==> config.mk <==
export PLATFORM = sky130hd
export DESIGN_NAME = root_err_pulse_gen
export DESIGN_NICKNAME = d
export VERILOG_FILES = /design/src/rtl/rerr_pkg.sv /design/src/rtl/rerr_gate.sv /design/src/rtl/rerr_status.sv /design/src/rtl/rerr_pulse.sv /design/src/rtl/root_err_pulse_gen.sv
export SDC_FILE = /design/constraint.sdc
export NUM_CORES = 1
export LEC_CHECK = 0
export ABC_AREA = 1
export ABC_CLOCK_PERIOD_IN_PS = 1250
export BUFFER_PORTS_ARGS = -buffer_cell sky130_fd_sc_hd__buf_2
export CORE_AREA = 4 4 41 43
export DETAILED_ROUTE_END_ITERATION = 8
export DIE_AREA = 0 0 45 47
export SLEW_MARGIN = 20
export SYNTH_ARGS = -nofsm -noshare
export SYNTH_HDL_FRONTEND = slang
export SYNTH_SLANG_ARGS = --single-unit
==> constraint.sdc <==
create_clock -name clk -period 1.25 [get_ports clk]
set_input_delay 0.25 -clock clk [delete_from_list [all_inputs] [get_ports clk]]
set_output_delay 0.25 -clock clk [all_outputs]
set_load 0.02 [all_outputs]
==> src/rtl/rerr_pkg.sv <==
package rerr_pkg;
   localparam int NUM_CLS = 3;

   typedef enum int {
      CLS_COR   = 0,
      CLS_NF    = 1,
      CLS_FATAL = 2
   } err_cls_e;

   function automatic int sts_width(input int num_int);
      return NUM_CLS + num_int;
   endfunction
endpackage

==> src/rtl/rerr_gate.sv <==
module rerr_gate
   import rerr_pkg::*;
#(
   parameter int NUM_INT = 1,
   localparam int STS_W = sts_width(NUM_INT)
) (
   input  logic [NUM_CLS-1:0] msg_i,
   input  logic [NUM_CLS-1:0] en_i,
   input  logic [NUM_INT-1:0] int_i,
   output logic               trig_o,
   output logic [STS_W-1:0]   set_o
);
   logic [NUM_CLS-1:0] cls_hit;

   if (NUM_INT < 1) begin : g_bad_int
      $error("rerr_gate: NUM_INT must be at least 1");
   end

   for (genvar c = 0; c < NUM_CLS; c++) begin : g_cls
      assign cls_hit[c]  = msg_i[c] & en_i[c];
      assign set_o[c]    = msg_i[c];
   end

   for (genvar k = 0; k < NUM_INT; k++) begin : g_int
      assign set_o[NUM_CLS+k] = int_i[k];
   end

   assign trig_o = (|cls_hit) | (|int_i);
endmodule

==> src/rtl/rerr_status.sv <==
module rerr_status #(
   parameter int W = 4
) (
   input  logic         clk,
   input  logic         rst_n,
   input  logic [W-1:0] set_i,
   input  logic [W-1:0] clr_i,
   output logic [W-1:0] sts_o
);
   if (W < 1) begin : g_bad_w
      $error("rerr_status: W must be at least 1");
   end

   for (genvar b = 0; b < W; b++) begin : g_bit
      logic q;
      always_ff @(posedge clk) begin
         if (!rst_n)        q <= 1'b0;
         else if (set_i[b]) q <= 1'b1;
         else if (clr_i[b]) q <= 1'b0;
      end
      assign sts_o[b] = q;

      assert_set_R5: assert property (@(posedge clk) disable iff (!rst_n)
         set_i[b] |=> sts_o[b]);
      assert_sticky_R6: assert property (@(posedge clk) disable iff (!rst_n)
         (sts_o[b] && !clr_i[b]) |=> sts_o[b]);
      assert_clear_R6: assert property (@(posedge clk) disable iff (!rst_n)
         (clr_i[b] && !set_i[b]) |=> !sts_o[b]);
      assert_set_wins_R7: assert property (@(posedge clk) disable iff (!rst_n)
         (clr_i[b] && set_i[b]) |=> sts_o[b]);
   end

   assert_reset_R1: assert property (@(posedge clk)
      !rst_n |=> (sts_o == '0));
endmodule

==> src/rtl/rerr_pulse.sv <==
module rerr_pulse #(
   parameter bit REG_OUT = 1'b1
) (
   input  logic clk,
   input  logic rst_n,
   input  logic trig_i,
   output logic pulse_o
);
   if (REG_OUT) begin : g_reg
      logic q;
      always_ff @(posedge clk) begin
         if (!rst_n) q <= 1'b0;
         else        q <= trig_i;
      end
      assign pulse_o = q;
   end else begin : g_comb
      logic unused_clk;
      assign unused_clk = clk ^ rst_n;
      assign pulse_o = trig_i;
   end
endmodule

==> src/rtl/root_err_pulse_gen.sv <==
module root_err_pulse_gen
   import rerr_pkg::*;
#(
   parameter int NUM_INT = 1,
   parameter bit REG_OUT = 1'b1,
   localparam int STS_W = sts_width(NUM_INT)
) (
   input  logic               clk,
   input  logic               rst_n,
   input  logic               msg_cor_i,
   input  logic               msg_nonfatal_i,
   input  logic               msg_fatal_i,
   input  logic [NUM_INT-1:0] int_err_i,
   input  logic [NUM_CLS-1:0] ctl_en_i,
   input  logic [STS_W-1:0]   sts_clr_i,
   output logic               sys_err_o,
   output logic [STS_W-1:0]   sts_o
);
   logic [NUM_CLS-1:0] msg_vec;
   logic               trig;
   logic [STS_W-1:0]   set_vec;

   if (NUM_INT < 1 || NUM_INT > 32) begin : g_bad_cfg
      $error("root_err_pulse_gen: NUM_INT must be in 1..32");
   end

   assign msg_vec[CLS_COR]   = msg_cor_i;
   assign msg_vec[CLS_NF]    = msg_nonfatal_i;
   assign msg_vec[CLS_FATAL] = msg_fatal_i;

   rerr_gate #(.NUM_INT(NUM_INT)) u_gate (
      .msg_i (msg_vec),
      .en_i  (ctl_en_i),
      .int_i (int_err_i),
      .trig_o(trig),
      .set_o (set_vec)
   );

   rerr_status #(.W(STS_W)) u_status (
      .clk  (clk),
      .rst_n(rst_n),
      .set_i(set_vec),
      .clr_i(sts_clr_i),
      .sts_o(sts_o)
   );

   rerr_pulse #(.REG_OUT(REG_OUT)) u_pulse (
      .clk    (clk),
      .rst_n  (rst_n),
      .trig_i (trig),
      .pulse_o(sys_err_o)
   );

   if (REG_OUT) begin : g_pulse_chk
      assert_cor_pulse_R2: assert property (@(posedge clk) disable iff (!rst_n)
         (msg_cor_i && ctl_en_i[0]) |=> sys_err_o);
      assert_gated_R3: assert property (@(posedge clk) disable iff (!rst_n)
         (!(msg_cor_i && ctl_en_i[0]) && !(msg_nonfatal_i && ctl_en_i[1])
          && !(msg_fatal_i && ctl_en_i[2]) && !(|int_err_i)) |=> !sys_err_o);
      assert_internal_R4: assert property (@(posedge clk) disable iff (!rst_n)
         (|int_err_i) |=> sys_err_o);
      assert_fatal_R3: assert property (@(posedge clk) disable iff (!rst_n)
         (msg_fatal_i && ctl_en_i[2]) |=> sys_err_o);
      assert_reset_pulse_R1: assert property (@(posedge clk)
         !rst_n |=> !sys_err_o);
   end
endmodule

# ---- Yosys cells after proc, flatten, opt, wreduce, memory -nomap -nowiden
# Cells that the tools add are included.
dict set report totals {
  regBits 5
  inputBits 13
  output_inout_bits 5
  wordCells 22
}
dict set report op_classes {
  muxes 8
  bitwise_logic 4
  n_reduce_logical 5
}
# cell n
set op_table {}
lappend op_table {{$mux 1} 8}
lappend op_table {{$reduce_bool 2->1} 4}
lappend op_table {{$and 1x1->1} 3}
lappend op_table {{$reduce_or 3->1} 1}
lappend op_table {{$or 1x1->1} 1}

# ---- Depth between registers and ports, before layout
# Gate-level depths: netlist of the first run.
dict set report depth {
  depth_word 3
  depth_mapped 4
}

# ---- Modules after synthesis
# Synthesis of the first run repeated with hierarchy kept, for this count alone.
dict set report hier_totals {
  cells_unflattened 38
  hier_area_um2 264.0
}
# mod instances cells_per_inst area_each_um2 seq_area_each_um2
set by_module_without_submodules {}
lappend by_module_without_submodules {rerr_status 1 25 178.9 80.1}
lappend by_module_without_submodules {rerr_gate 1 10 57.6 0.0}
lappend by_module_without_submodules {rerr_pulse 1 3 27.5 20.0}

# ---- Least setup slack after synthesis of the first run
# OpenSTA, ideal clock, no wires.
dict set report synth_timing {
  kind {register to output}
  start {register u_status.g_bit[3].q}
  end {output sts_o[3]}
  arrival_ps 433
  t_required_ps 1000
  slack_ps 567
  path_stages_with_launch 2
  n_path_buf 1
  path_cell_list {dfxtp_1 buf_4}
}
# element line_no
set synth_rtl {}
lappend synth_rtl {{from (decl)} rerr_status.sv:15} ;# logic q;
lappend synth_rtl {{from (signal assigned)} rerr_status.sv:17} ;# if (!rst_n) q <= 1'b0;
lappend synth_rtl {{from (signal assigned)} rerr_status.sv:18} ;# else if (set_i[b]) q <= 1'b1;
lappend synth_rtl {{from (signal assigned)} rerr_status.sv:19} ;# else if (clr_i[b]) q <= 1'b0;
lappend synth_rtl {{to (decl)} root_err_pulse_gen.sv:17} ;# output logic [STS_W-1:0] sts_o
# No word-level cell between the ends.

# ---- Worst setup path in the final report of the first run
dict set report layout_timing {
  start {register u_status.g_bit[1].q}
  end {output sts_o[1]}
}
# element line_no
set layout_rtl {}
lappend layout_rtl {{from (decl)} rerr_status.sv:15}
lappend layout_rtl {{from (signal assigned)} rerr_status.sv:17}
lappend layout_rtl {{from (signal assigned)} rerr_status.sv:18}
lappend layout_rtl {{from (signal assigned)} rerr_status.sv:19}
# No word-level cell between the ends.

==> results of run 1 <==
per-layer routing:
metal / routed length [µm] / global-route usage, %
met5: 0 / 0
met4: 0 / 5.263
met2: 191 / 7.627
met3: 93 / 3.448
met1: 202 / 5.239
logic make-up after synthesis:
| logic type | synth area share (%) |
|---|---|
| compound gates | 9.357 |
| buf+inv | 24.56 |
| flops | 46.79 |
| simple gates | 19.30 |
power by group through the flow:
stage,sequential [mW],combinational [mW],clock (mW)
finish,0.175,0.0637,0.185
detailed placement,0.178,0.0654,0
floorplan,0.181,0.0401,0
global route,0.175,0.0721,0.214
global placement,0.177,0.0643,0
CTS,0.175,0.0656,0.201
area by class of cell:
class                           count  area share [%]
Inverter                            6           7.171
Timing Repair Buffer               17           27.09
Multi-Input combinational cell     15           19.52
Clock buffer                        4           8.367
Sequential cell                     5           31.87
Tap cell                           15           5.976
path summary, 6_finish.rpt:
path | startpoint | to | slack (ps) | cells past startpoint
setup / recovery | u_status.g_bit[1].q$_SDFFE_PN0P_ | sts_o[1] | 290 | 1
hold / removal | msg_fatal_i | u_status.g_bit[2].q$_SDFFE_PN0P_ | 240 | 3
setup reg to reg | u_status.g_bit[0].q$_SDFFE_PN0P_ | u_status.g_bit[0].q$_SDFFE_PN0P_ | 660 | 2
hold reg to reg | u_status.g_bit[3].q$_SDFFE_PN0P_ | u_status.g_bit[3].q$_SDFFE_PN0P_ | 450 | 2
layout by cell type (no fill, tap or decap):
master     n
inv_2      1
nand2_1    6
clkbuf_1   1
buf_2     17
clkbuf_4   3
inv_1      5
dfxtp_1    5
nor2_1     5
a21oi_1    4
sequential cells by signal, summed over array words and instances, names as in the netlist:
register and flops:
u_status.g_bit.q 4, u_pulse.pulse_o 1
per-stage QoR:
stage          utilization, %  hold WS (ps)  area (µm²)  total power, mW  instances
2_1_floorplan               -         367.4       214.0           0.2209         30
3_3_place_gp            22.12         446.0       287.8           0.2415         58
3_5_place_dp            22.12         453.0       287.8           0.2430         58
4_1_cts                 24.13         225.9       314.1           0.4409         62
5_1_grt                 24.13         247.3       314.1           0.4614         62
6_report                24.13         237.5       314.1           0.4232         62
==> flow_summary.yaml, run 1 <==
run_status:
  status: "finished clean"
sta:
  finalHoldViolations: 0
  maxClockFrequency_ghz: 1.037
  worst_clock_skew_ps: 0
  setup_viol: 0
  rsz0062_at_grt: "no"
  tightest_slew_ps: 160.2
  fin_tns_setup_ps: 0
  final.min_clock_period_ps: 964.4
  finalWorstSetupSlack_ps: 285.6
  maxSlewHeadroom_pct: 89.31
  period_share_pct: 77.15
  slew_violations: 0
global_routing:
  grt_max_degree: 6
  grt_use_total_pct: 5.375
  antenna_found_initial: 0
  grt_pass1_wl_um: 696
  grt-ovfl-total: 0
  grt_pass1_vias: 192
final_layout:
  drive_above_1_share_pct: 44.68
  final.fill_count: 155
  layout.nets: 61
  regArea_um2: 100.1
  antennaDiodeCount: 0
  area_growth_pct: 46.78
  multi_input_area_um2: 61.31
hold_path:
  hold_class: "in -> reg"
synth:
  synth_edf_count: 0
  async_reset_ff_share_pct: 0
  synthCells: 30
  synth.most_common_cell: "nand2_1"
  ys_types: 7
  ys_top_cells_by_area: "dfxtp_1 (47%), buf_4 (14%), nand2_1 (11%)"
  synth_area_per_cell_um2: 7.132
  ys_warn_count: 0
  synth-seq-cells: 5
  synth_area_leader_cell: "dfxtp_1"
  synth_top_cell_area_share_pct: 46.78
  ys_seq_area_share_pct: 46.78
  synth_fp_nets: 43
  synthFlopType: "dfxtp_1"
  synth_commonest_cells: "nand2_1 (6), dfxtp_1 (5), inv_1 (5), nor2_1 (5)"
  syn_area_um2: 214.0
routing:
  wl_um: 487
  vias: 216
  postRouteAntennaNets: 0
  wl_per_cell_um: 7.855
  routed_via_density: 3.484
  drt-initial-drc-count: 2
  drtPass1Iterations: 2
  drc: 0
place:
  port_buffers: 17
  place_ws_ps: 528.1
  gp_congestion: 0.6669
cts:
  root_buffer: "clkbuf_4"
  cts_buffers: 3
  hold_buffers: 0
  clock_latency_ps: 240
  cts_num_sinks: 5
  cts_buffer_depth: 2
  htreeDepth: 1
  cts_tree: "built"
  cts_resized: 0
  post_cts_buffers: 0
  cts.clk_slew.worst_paths_ps: 40
critical_path:
  cp_cell_sequence: "buf_2"
  slowest_stage: "dfxtp_1"
  cp_max_fo: 2
  cp_top_family: "flip-flops"
  crit_buf_inv: 1
  path_class: "reg -> out"
  cpPeakStageDelay_ps: 310
  required_ps: 1000
  cp-start-kind: "register"
  cp-end-kind: "primary output"
  cp.arrival_ps: 710
die:
  core_um2: 1301
  num_rows: 13
  die_x_um: 45
  die_y_um: 47
  io_pins: 18
  initial_core_util_pct: 16.44
  die-area_um2: 2115
pwr:
  combPwrFrac_pct: 15.0
  vdd.ir_drop.worst_v: 0.0003045
  clock_power_share_pct: 43.7
  power.switching_uw: 103.1
  static-leakage-power_nw: 0.1891
  powerDensity_nw_per_um2: 1347
  pwr-share-seq_pct: 41.2
  swShare_pct: 24.36
  intPower_uw: 320.1
flow_run:
  drv_cap: 0
Note: power is estimated with default switching activity, not from simulation.
==> inputs of run 2 (changes only) <==
- ABC_CLOCK_PERIOD_IN_PS: 1250 -> 900
- clock period: 1.25 -> 0.9 ns (I/O delays scaled with it)
==> flow_summary.yaml, run 2 (synthesis gave the netlist of run 1 again) <==
run_status:
  status: "finished clean"
cts:
  cts_buffer_depth: 2
  post_cts_buffers: 0
  cts.clk_slew.worst_paths_ps: 40
  htreeDepth: 1
  root_buffer: "clkbuf_4"
  hold_buffers: 0
  cts_num_sinks: 5
  clock_latency_ps: 240
  cts_buffers: 3
  cts_tree: "built"
critical_path:
  required_ps: 720
  cp_max_fo: 1
  r2r_slack_ps: 290
  rr_endpoint: "u_status.g_bit[0].q$_SDFFE_PN0P_"
  cp.arrival_ps: 680
  cp-end-kind: "primary output"
  path_class: "reg -> out"
  cp_top_family: "flip-flops"
  crit_buf_inv: 1
  slowest_stage: "dfxtp_1"
  reg2reg_depth: 2
  r2r-start: "u_status.g_bit[0].q$_SDFFE_PN0P_"
  cp-start-kind: "register"
  cpPeakStageDelay_ps: 290
  cp_cell_sequence: "buf_2"
routing:
  drc: 0
  routed_via_density: 3.516
  wl_um: 485
  postRouteAntennaNets: 0
  drtPass1Iterations: 2
  vias: 218
  drt-initial-drc-count: 2
  wl_per_cell_um: 7.823
sta:
  fin_tns_setup_ps: 0
  finalWorstSetupSlack_ps: 38.48
  period_share_pct: 95.72
  worst_clock_skew_ps: 0
  rsz0062_at_grt: "no"
  setup_viol: 0
  maxClockFrequency_ghz: 1.161
  maxSlewHeadroom_pct: 89.52
  finalHoldViolations: 0
  slew_violations: 0
  final.min_clock_period_ps: 861.5
  tightest_slew_ps: 157.0
global_routing:
  grt_max_degree: 6
  grt_pass1_wl_um: 696
  antenna_found_initial: 0
  grt_use_total_pct: 5.375
  grt-ovfl-total: 0
  grt_pass1_vias: 192
final_layout:
  final_common_cell: "buf_2"
  final_cell_mix: "buf_2 (13), nand2_1 (6), inv_1 (5), nor2_1 (5)"
  antennaDiodeCount: 0
  max_flop_register: "u_status.g_bit.q"
  largest_reg_flops: 4
  layout.nets: 61
  fin_util_pct: 26.44
  drive_above_1_share_pct: 53.19
  area_growth_pct: 60.82
  stdcell_count: 62
die:
  core_um2: 1301
  initial_core_util_pct: 16.44
  io_pins: 18
  die_y_um: 47
  die_x_um: 45
  num_rows: 13
  die-area_um2: 2115
hold_path:
  hold_class: "in -> reg"
  hp-start: "msg_fatal_i"
  hold_end: "u_status.g_bit[2].q$_SDFFE_PN0P_"
  hold-path-cell-count: 3
pwr:
  static-leakage-power_nw: 0.1958
  powerDensity_nw_per_um2: 1762
  vdd.ir_drop.worst_v: 0.0002908
flow_run:
  drv_cap: 0
place:
  gp_congestion: 0.6669
  port_buffers: 17
  place_ws_ps: 248.1
  dp.cells: 58
## run 2: cell count changes in the layout (fill, tap and decap cells not counted)
cell	previous run	this run
dfxtp_2	0	4
buf_6	0	4
dfxtp_1	5	1
buf_2	17	13
## run 2: report_power, final
part / switching [mW] / total, mW / leakage (nW) / internal [mW]
Clock: 0.0897 / 0.257 / 0.0150 / 0.167
Sequential: 0.00777 / 0.248 / 0.0428 / 0.240
Combinational: 0.0484 / 0.101 / 0.138 / 0.0529
## run 2: stage by stage
stage	hold slack [ps]	cell area (µm²)	power, mW
6_report	164.9	344.1	0.6061
5_1_grt	172.3	344.1	0.6580
4_1_cts	155.9	324.1	0.6192
3_5_place_dp	412.9	287.8	0.3376
3_3_place_gp	404.3	287.8	0.3355
2_1_floorplan	297.4	214.0	0.3068
## run 2: repair_timing
item                       in CTS  in global routing
gates resized for setup         4                  8
setup endpoints to repair       4                  4
gates cloned                    0                  0
pin swaps                       0                  0
## run 2: cell type report
class / instances / area, µm²
clock buffer: 4 / 26.28
fill: 153 / 957.2
inverter: 6 / 22.52
multi-input combinational: 15 / 61.31
sequential: 5 / 105.1
tap: 15 / 18.77
timing repair buffer: 17 / 110.1
## run 2: worst max path at each step
stage,slack [ps],start,end,cells past startpoint
final,40,u_pulse.pulse_o$_SDFF_PN0_,sys_err_o,1
after floorplan,290,u_status.g_bit[3].q$_SDFFE_PN0P_,sts_o[3],1
after global routing,0.9,u_pulse.pulse_o$_SDFF_PN0_,sys_err_o,1
after global placement,260,u_status.g_bit[1].q$_SDFFE_PN0P_,sts_o[1],1
after CTS,0.4,u_status.g_bit[0].q$_SDFFE_PN0P_,sts_o[0],1
after detailed placement,250,msg_cor_i,u_pulse.pulse_o$_SDFF_PN0_,5
## run 2: routing by layer
metal / part of all wire (%) / vias to the layer above / wire (µm) / GRT usage, %
met5: 0 / - / 0 / 0
met4: 0 / 0 / 0 / 5.263
met3: 17 / 0 / 83 / 3.448
met2: 41 / 15 / 197 / 7.627
met1: 42 / 84 / 203 / 5.239
li1: - / 119 / - / -
==> inputs of run 3 (changes only) <==
- BUFFER_PORTS_ARGS: -buffer_cell sky130_fd_sc_hd__buf_2 -> -buffer_cell sky130_fd_sc_hd__clkbuf_2
- SKIP_CTS_REPAIR_TIMING: not set -> 1
==> flow_summary.yaml, run 3 (synthesis gave the netlist of run 1 again) <==
critical_path:
  cp-start-kind: "register"
  cp.arrival_ps: 680
  crit_buf_inv: 1
  required_ps: 720
  slowest_stage: "dfxtp_2"
  cp_top_family: "flip-flops"
  cpPeakStageDelay_ps: 320
  path_class: "reg -> out"
  cp_max_fo: 2
  cp_cell_sequence: "buf_6"
  cp-end-kind: "primary output"
final_layout:
  stdcell_count: 62
  fin_util_pct: 26.63
  area_growth_pct: 61.99
  antennaDiodeCount: 0
  max_flop_register: "u_status.g_bit.q"
  largest_reg_flops: 4
  final_common_cell: "clkbuf_2"
  layout.nets: 61
  final_cell_mix: "clkbuf_2 (12), nand2_1 (6), inv_1 (5), nor2_1 (5)"
  drive_above_1_share_pct: 53.19
sta:
  finalHoldWorstSlack_ps: 166.6
  setup_viol: 0
  rsz0062_at_grt: "no"
  tightest_slew_ps: 165.0
  finalWorstSetupSlack_ps: 40.95
  worst_clock_skew_ps: 0
  final.min_clock_period_ps: 859.1
  period_share_pct: 95.45
  finalHoldViolations: 0
  maxSlewHeadroom_pct: 88.99
  maxClockFrequency_ghz: 1.164
  slew_violations: 0
global_routing:
  grt_pass1_wl_um: 696
  grt-ovfl-total: 0
  grt_max_degree: 6
  grt_use_total_pct: 5.284
  grt_pass1_vias: 199
  antenna_found_initial: 0
die:
  initial_core_util_pct: 16.44
  die_y_um: 47
  core_um2: 1301
  io_pins: 18
  die_x_um: 45
  die-area_um2: 2115
  num_rows: 13
routing:
  drc: 0
  routed_via_density: 3.484
  postRouteAntennaNets: 0
  vias: 216
  drt-initial-drc-count: 0
  drtPass1Iterations: 1
  wl_um: 491
  wl_per_cell_um: 7.919
place:
  dp_hpwl_um: 423.2
  dp.cells: 58
  gp_congestion: 0.6645
  port_buffers: 17
  place_ws_ps: 238.9
pwr:
  powerDensity_nw_per_um2: 1768
  vdd.ir_drop.worst_v: 0.0005523
  static-leakage-power_nw: 0.1991
cts:
  htreeDepth: 1
  cts_num_sinks: 5
  cts_buffers: 3
  cts_buffer_depth: 2
  clock_latency_ps: 240
  cts.clk_slew.worst_paths_ps: 50
  cts_tree: "built"
  root_buffer: "clkbuf_4"
hold_path:
  hold_class: "in -> reg"
flow_run:
  drv_cap: 0
run_status:
  status: "finished clean"
run 3: power breakdown:
part	leakage [nW]	switching [mW]	internal, mW
Sequential	0.0428	0.00822	0.240
Combinational	0.141	0.0483	0.0549
Clock	0.0150	0.0940	0.168
run 3: through the flow:
step | setup TNS [ps] | cell area (µm²) | total power [mW]
floorplan | 0 | 214.0 | 0.3068
global placement | 0 | 287.8 | 0.3358
detailed placement | 0 | 287.8 | 0.3378
CTS | -99.32 | 314.1 | 0.6127
global route | 0 | 346.6 | 0.6619
finish | 0 | 346.6 | 0.6129
run 3: layout make-up:
cell class | count | area (µm²)
fill | 155 | 954.7
timing repair buffer | 17 | 112.6
sequential | 5 | 105.1
multi-input combinational | 15 | 61.31
clock buffer | 4 | 26.28
inverter | 6 | 22.52
tap | 15 | 18.77
run 3: worst paths after layout:
kind / from / end / slack (ps) / depth (start not counted)
max reg2reg: u_status.g_bit[2].q$_SDFFE_PN0P_ / u_status.g_bit[2].q$_SDFFE_PN0P_ / 290 / 2
max: u_status.g_bit[0].q$_SDFFE_PN0P_ / sts_o[0] / 40 / 1
min: msg_cor_i / u_status.g_bit[0].q$_SDFFE_PN0P_ / 170 / 3
min reg2reg: u_status.g_bit[3].q$_SDFFE_PN0P_ / u_status.g_bit[3].q$_SDFFE_PN0P_ / 470 / 2
run 3: metal layers:
layer  vias to the layer above  global-route usage, %  wire length [µm]
met2                        15                  7.345               203
li1                        119                      -                 -
met5                         -                      0                 0
met3                         0                  2.299                83
met1                        82                  5.204               204
met4                         0                  7.018                 0
